### config.mk
export PLATFORM = sky130hd
export DESIGN_NAME = preamble_sync_detector
export DESIGN_NICKNAME = d
export VERILOG_FILES = /design/src/rtl/preamble_sync_pkg.sv /design/src/rtl/preamble_sync_datapath.sv /design/src/rtl/preamble_sync_control.sv /design/src/rtl/preamble_sync_detector.sv
export SDC_FILE = /design/constraint.sdc
export NUM_CORES = 2
export LEC_CHECK = 0
export BUFFER_PORTS_ARGS = -buffer_cell sky130_fd_sc_hd__buf_2
export CAP_MARGIN = 20
export CORE_UTILIZATION = 55
export DETAILED_ROUTE_END_ITERATION = 10
export GPL_ROUTABILITY_DRIVEN = 0
export HOLD_SLACK_MARGIN = 0.05
export PLACE_DENSITY = 0.71
export SKIP_CTS_REPAIR_TIMING = 1
export SYNTH_ARGS = -nofsm -noshare
export SYNTH_HDL_FRONTEND = slang
export SYNTH_HIERARCHICAL = 1
export SYNTH_SLANG_ARGS = --single-unit
export TNS_END_PERCENT = 5
### constraint.sdc
create_clock -name clk -period 77 [get_ports clk]
set_input_delay 23.1 -clock clk [delete_from_list [all_inputs] [get_ports clk]]
set_output_delay 23.1 -clock clk [all_outputs]
set_load 0.01 [all_outputs]
### src/rtl/preamble_sync_pkg.sv
`timescale 1ns/1ps
package preamble_sync_pkg;

  typedef enum logic [1:0] {
    SYNC_IDLE = 2'd0,
    SYNC_WAIT = 2'd1,
    SYNC_HOLD = 2'd2
  } syncState_e;

  // Strobes from control to datapath
  typedef struct packed {
    logic advance;  // take the current sample
    logic armed;    // control is ready to accept a candidate
  } syncStrobe_t;

  // Half-bit slots 0, 2, 7, 9 of the ten-slot window carry a pulse
  function automatic logic isPulseSlot(input int offset, input int sph);
    int slot;
    slot = offset / sph;
    return (slot == 0) || (slot == 2) || (slot == 7) || (slot == 9);
  endfunction

endpackage

### src/rtl/preamble_sync_datapath.sv
`timescale 1ns/1ps
module preamble_sync_datapath
  import preamble_sync_pkg::*;
#(
  parameter int SPH         = 5,
  parameter int MAG_W       = 16,
  parameter int CORR_W      = 20,
  parameter int GAIN_W      = 8,
  parameter int FLOOR_SHIFT = 4,
  parameter int FLOOR_MIN   = 4
) (
  input  logic              clk,
  input  logic              rst,
  input  logic [MAG_W-1:0]  sampleMag,
  input  logic [GAIN_W-1:0] thrGain,
  input  syncStrobe_t       strobe,
  output logic              candHit
);

  localparam int WIN    = 10 * SPH;
  localparam int TAPS   = 4 * SPH;
  localparam int SUM_W  = MAG_W + $clog2(TAPS) + 1;
  localparam int ACC_W  = (SUM_W > CORR_W) ? SUM_W : CORR_W;
  localparam int PROD_W = MAG_W + GAIN_W;
  localparam int PW     = (PROD_W > CORR_W) ? PROD_W : CORR_W;
  localparam logic [CORR_W-1:0] CORR_MAX = '1;

  logic [MAG_W-1:0]  window [WIN];
  logic [MAG_W-1:0]  floorEst;
  logic [ACC_W-1:0]  tapSum;
  logic [CORR_W-1:0] corrNow;
  logic [CORR_W-1:0] thrNow;
  logic [CORR_W-1:0] candCorr;
  logic [CORR_W-1:0] candThr;
  logic [MAG_W-1:0]  floorBase;
  logic [PW-1:0]     partial [GAIN_W];
  logic [PW-1:0]     prodSum;
  logic signed [MAG_W:0] floorDiff;
  logic signed [MAG_W:0] floorStep;
  logic signed [MAG_W:0] floorSum;

  // Sliding window, index 0 newest
  always_ff @(posedge clk) begin
    if (rst) begin
      for (int i = 0; i < WIN; i++) window[i] <= '0;
    end else if (strobe.advance) begin
      window[0] <= sampleMag;
      for (int i = 1; i < WIN; i++) window[i] <= window[i-1];
    end
  end

  // Matched filter over the pulse slots, saturating
  always_comb begin
    tapSum = '0;
    for (int j = 0; j < WIN; j++) begin
      if (isPulseSlot(j, SPH)) tapSum = tapSum + ACC_W'(window[WIN-1-j]);
    end
    corrNow = (tapSum > ACC_W'(CORR_MAX)) ? CORR_MAX : tapSum[CORR_W-1:0];
  end

  // Noise floor: first-order recursive filter
  always_comb begin
    floorDiff = $signed({1'b0, sampleMag}) - $signed({1'b0, floorEst});
    floorStep = floorDiff >>> FLOOR_SHIFT;
    floorSum  = $signed({1'b0, floorEst}) + floorStep;
  end

  always_ff @(posedge clk) begin
    if (rst)                 floorEst <= '0;
    else if (strobe.advance) floorEst <= floorSum[MAG_W-1:0];
  end

  // Threshold: floor scaled by gain through shift-and-add
  assign floorBase = (floorEst < MAG_W'(FLOOR_MIN)) ? MAG_W'(FLOOR_MIN) : floorEst;

  for (genvar g = 0; g < GAIN_W; g++) begin : gTerm
    assign partial[g] = thrGain[g] ? (PW'(floorBase) << g) : '0;
  end

  always_comb begin
    prodSum = '0;
    for (int b = 0; b < GAIN_W; b++) prodSum = prodSum + partial[b];
    thrNow = (prodSum > PW'(CORR_MAX)) ? CORR_MAX : prodSum[CORR_W-1:0];
  end

  // Candidate stage: previous window against the current one
  always_ff @(posedge clk) begin
    if (rst) begin
      candCorr <= '0;
      candThr  <= '0;
    end else if (strobe.advance) begin
      candCorr <= corrNow;
      candThr  <= thrNow;
    end
  end

  assign candHit = strobe.armed && (candCorr > candThr) && (candCorr >= corrNow);

endmodule

### src/rtl/preamble_sync_control.sv
`timescale 1ns/1ps
module preamble_sync_control
  import preamble_sync_pkg::*;
#(
  parameter int SPH = 5
) (
  input  logic        clk,
  input  logic        rst,
  input  logic        sampleValid,
  input  logic        decBusy,
  input  logic        candHit,
  output syncStrobe_t strobe,
  output logic        dataStart
);

  // Window end n, accepted at n+2, first data sample at n + 6*SPH + 1
  localparam int LEAD  = 6 * SPH - 1;
  localparam int CNT_W = $clog2(LEAD + 1);

  syncState_e       state;
  logic [CNT_W-1:0] leadCnt;

  assign strobe.advance = sampleValid;
  assign strobe.armed   = (state == SYNC_IDLE);

  always_ff @(posedge clk) begin
    if (rst) begin
      state     <= SYNC_IDLE;
      leadCnt   <= '0;
      dataStart <= 1'b0;
    end else begin
      dataStart <= 1'b0;
      case (state)
        SYNC_IDLE: begin
          if (sampleValid && candHit) begin
            state   <= SYNC_WAIT;
            leadCnt <= CNT_W'(LEAD);
          end
        end
        SYNC_WAIT: begin
          if (sampleValid) begin
            if (leadCnt == CNT_W'(1)) begin
              dataStart <= 1'b1;
              state     <= SYNC_HOLD;
            end else begin
              leadCnt <= leadCnt - CNT_W'(1);
            end
          end
        end
        SYNC_HOLD: begin
          if (!decBusy) state <= SYNC_IDLE;
        end
        default: state <= SYNC_IDLE;
      endcase
    end
  end

endmodule

### src/rtl/preamble_sync_detector.sv
`timescale 1ns/1ps
module preamble_sync_detector
  import preamble_sync_pkg::*;
#(
  parameter int SPH         = 5,
  parameter int MAG_W       = 16,
  parameter int CORR_W      = 20,
  parameter int GAIN_W      = 8,
  parameter int FLOOR_SHIFT = 4,
  parameter int FLOOR_MIN   = 4
) (
  input  logic              clk,
  input  logic              rst,
  input  logic [MAG_W-1:0]  sampleMag,
  input  logic              sampleValid,
  input  logic [GAIN_W-1:0] thrGain,
  input  logic              decBusy,
  output logic              dataStart
);

  syncStrobe_t strobe;
  logic        candHit;

  preamble_sync_datapath #(
    .SPH(SPH), .MAG_W(MAG_W), .CORR_W(CORR_W), .GAIN_W(GAIN_W),
    .FLOOR_SHIFT(FLOOR_SHIFT), .FLOOR_MIN(FLOOR_MIN)
  ) dp_i (
    .clk(clk), .rst(rst), .sampleMag(sampleMag), .thrGain(thrGain),
    .strobe(strobe), .candHit(candHit)
  );

  preamble_sync_control #(.SPH(SPH)) ctl_i (
    .clk(clk), .rst(rst), .sampleValid(sampleValid), .decBusy(decBusy),
    .candHit(candHit), .strobe(strobe), .dataStart(dataStart)
  );

endmodule

==> results.txt <==
status = complete, no violations
nets = 4117
Crit path max-delay family = adder cells
total area of sequential cells = 0.0253 mm2
clock root buffer = clkbuf_16
final wirelength = 76900 um
max-slew violation count = 0
Die ar. = 0.0848 mm2
via count = 24200
Rel. slew slack = 24.8%
Hold Path Depth = 2
met1 Usage GRT = 29.3%
Worst EP required = 77460 ps
Post-Route Setup TNS = 0 ps
Crit-path slowest cell = and4_1
Post-synth EDFFs = 800
global route hottest layer = met1
first-pass GRT wire length = 129000 um
main combinational cell family by area after synthesis = adder cells
worst path bufs/invs = 2
RR Endpoint = ctl_i/leadCnt[4]
initial antenna violation count = 0
Compound-Gate Fraction of Synth Area = 3.49%
Hold Crit Endpoint = dp_i/candThr[1]
die width = 291 um
fmax = 35.7 MHz
CP endpoint kind = flip-flop
detailed-route DRC error count = 0
Final Instance Count excl. Fillers = 4713
fill count = 6282
synthesized area per cell = 12.9 um2
Critical Path AT = 28440 ps
routed wire length per instance = 16.3 um
largest net degree at the start of global routing = 195
Post-Synth Adder-Cell Area = 20.1%
worst path cell trace = buf_2 > nand2_1 > fa_1 > inv_1 > fa_1 > fa_1 > fa_1 > ha_1 > nor2b_1 > o31a_1 > o211ai_2 > nand2_1 > o41ai_2 > mux2i_1 > nor4b_1 > and4_1 > a221oi_1
ant diodes = 0
Clock Skew = 51.6 ps
Seq cells post-synth = 864
clock sink count = 864
H-tree level count = 3
total global-route track usage = 18.9%
layout cell share with drive strength beyond 1 = 5.57%
Synth Area in XOR/XNOR = 0.857%
period utilization = 36.3%
clock-pin slew on the worst setup and hold paths = 60 ps
Core ar. = 0.0824 mm2
Post-synth top flop = edfxtp_1
worst reg2reg setup slack = 67170 ps
post-layout min period = 27980 ps
Syn Inst Count = 3571
Worst R2R Start = dp_i/window[6][2]
RSZ-0062 raised after global routing = false
Final Hold Fails = 0
CP Launch Type = primary input
area of the multi-input gates = 0.0179 mm2
ys async rst share = 0%
mux cell area share after synthesis = 0.199%
hpwl dp = 49300 um
Die Span Y = 291 um
DR pass1 iterations = 5
Clock Path Buffers = 3
1st-iter DRT viols = 1616
synth-to-layout area growth = 9.09%
Via density = 5.14
placed cells = 4546
Mapped Area = 0.0460 mm2
grt ovf = 0
antenna viol nets, final = 0
M2 GR Usage = 28.5%
final setup fails = 0
I/O pin total = 29
crit-path max cell delay = 720 ps
# port buffers = 28
post-synth cell types = 74
max_cap viols = 0
vias in the first global route = 24400
GRT met3 Usage = 2.50%
Post-Synth Simple-Gate Area = 14.2%
beginning of the worst hold path = dp_i/candThr[1]
Worst-Margin Slew = 1130 ps
R2R cell count = 35
TritonCTS Buffers = 91
CTS tree = done
Worst Setup Path Type = primary input to flip-flop
starting density of the core = 55.8%
synth warn = 6
most common cell after layout, fill and taps aside = edfxtp_1
sequential area share after synthesis = 55.0%
# rows = 105
worst hold-check path type = flip-flop to flip-flop
maximum fanout along the worst path = 20
Crit path top cell by count = fa_1
syn nets = 4117
clk_lat worst skew = 670 ps
leading cell types in the layout, fill and taps excluded = 800 x edfxtp_1, 597 x inv_1, 519 x and2_1
[worst register-to-register path, delay by kind of cell (launching register included)]
family          cells  cell delay, ps
fa+ha+maj           9            4410
buf+inv             5             480
compound gates     16            2750
flops               1             350
simple gates        5            1690
[kinds of logic after synthesis]
group,count (synthesis)
XOR/XNOR,45
AND/OR/NAND/NOR,1171
adder cells (fa/ha/maj),518
buffers and inverters,741
multiplexers,9
flip-flops,864
AO/OA/AOI/OAI,223
[synth_stat cells, types with 4 or more instances]
master / instances / area (um2)
xor2_1: 18 / 158
fa_1: 369 / 7390
dfxtp_1: 64 / 1280
a22o_1: 4 / 35.0
nor2_1: 168 / 631
nor3_1: 99 / 495
nand2b_1: 16 / 100
a211oi_1: 24 / 180
nand2_1: 116 / 435
o21a_1: 6 / 45.0
and2_1: 519 / 3250
nor2b_1: 201 / 1260
a221oi_1: 19 / 166
or3_1: 5 / 31.3
nor4_1: 6 / 37.5
ha_1: 149 / 1860
a21o_1: 26 / 195
edfxtp_1: 800 / 24000
o31a_1: 5 / 43.8
inv_1: 599 / 2250
xnor2_1: 27 / 236
clkbuf_1: 132 / 495
a21oi_1: 57 / 285
and3_1: 7 / 43.8
o21ai_0: 38 / 190
mux2i_1: 8 / 80.1
nand3_1: 10 / 50.1
nand4_1: 8 / 50.1
buf_1: 4 / 15.0
a211o_1: 4 / 35.0
[metrics by stage]
step / instance area, um2 / worst slack (ps) / hold slack [ps] / util (%)
after global routing: 50200 / 48780 / 504 / 60.9
after CTS: 50100 / 49110 / 489 / 60.8
after floorplan: 46000 / 36730 / 460 / -
after detailed placement: 47100 / 48430 / 480 / 57.2
final: 50200 / 49020 / 486 / 60.9
after global placement: 47100 / 48520 / 478 / 57.2
[area by class of cell]
class | count | share of cell area [%]
tap | 1070 | 2.67
timing repair buffer | 49 | 0.743
multi-input combinational | 1966 | 35.6
sequential | 864 | 50.4
inverter | 599 | 4.50
clock buffer | 110 | 4.78
clock inverter | 55 | 1.23
[state kept, by name (all words and copies together), names as in the netlist]
register and count:
dp_i/window 800, ctl_i/dataStart 1, dp_i/candCorr 20, ctl_i/leadCnt 5, dp_i/floorEst 16, ctl_i/state 2, dp_i/candThr 20
[layer usage]
metal | part of all wire [%] | wire, um | vias to the layer above
li1 | - | - | 11600
met1 | 49 | 37600 | 12200
met2 | 46 | 35400 | 360
met3 | 3.3 | 2520 | 104
met4 | 1.8 | 1390 | 0
met5 | 0 | 0 | -
[worst max path at each step]
| stage | startpoint | to | depth (start not counted) |
|---|---|---|---|
| 2_1_floorplan | rst | dp_i/floorEst[7] | 5 |
| 3_3_place_gp | thrGain[7] | dp_i/candThr[16] | 16 |
| 3_5_place_dp | thrGain[7] | dp_i/candThr[15] | 16 |
| 4_1_cts | thrGain[7] | dp_i/candThr[8] | 16 |
| 5_1_grt | thrGain[7] | dp_i/candThr[8] | 17 |
| 6_report | thrGain[7] | dp_i/candThr[8] | 17 |
Power is left out: the tool's default activity adds up to more than one toggle a clock period on the data nets, which glitch-free logic cannot reach.
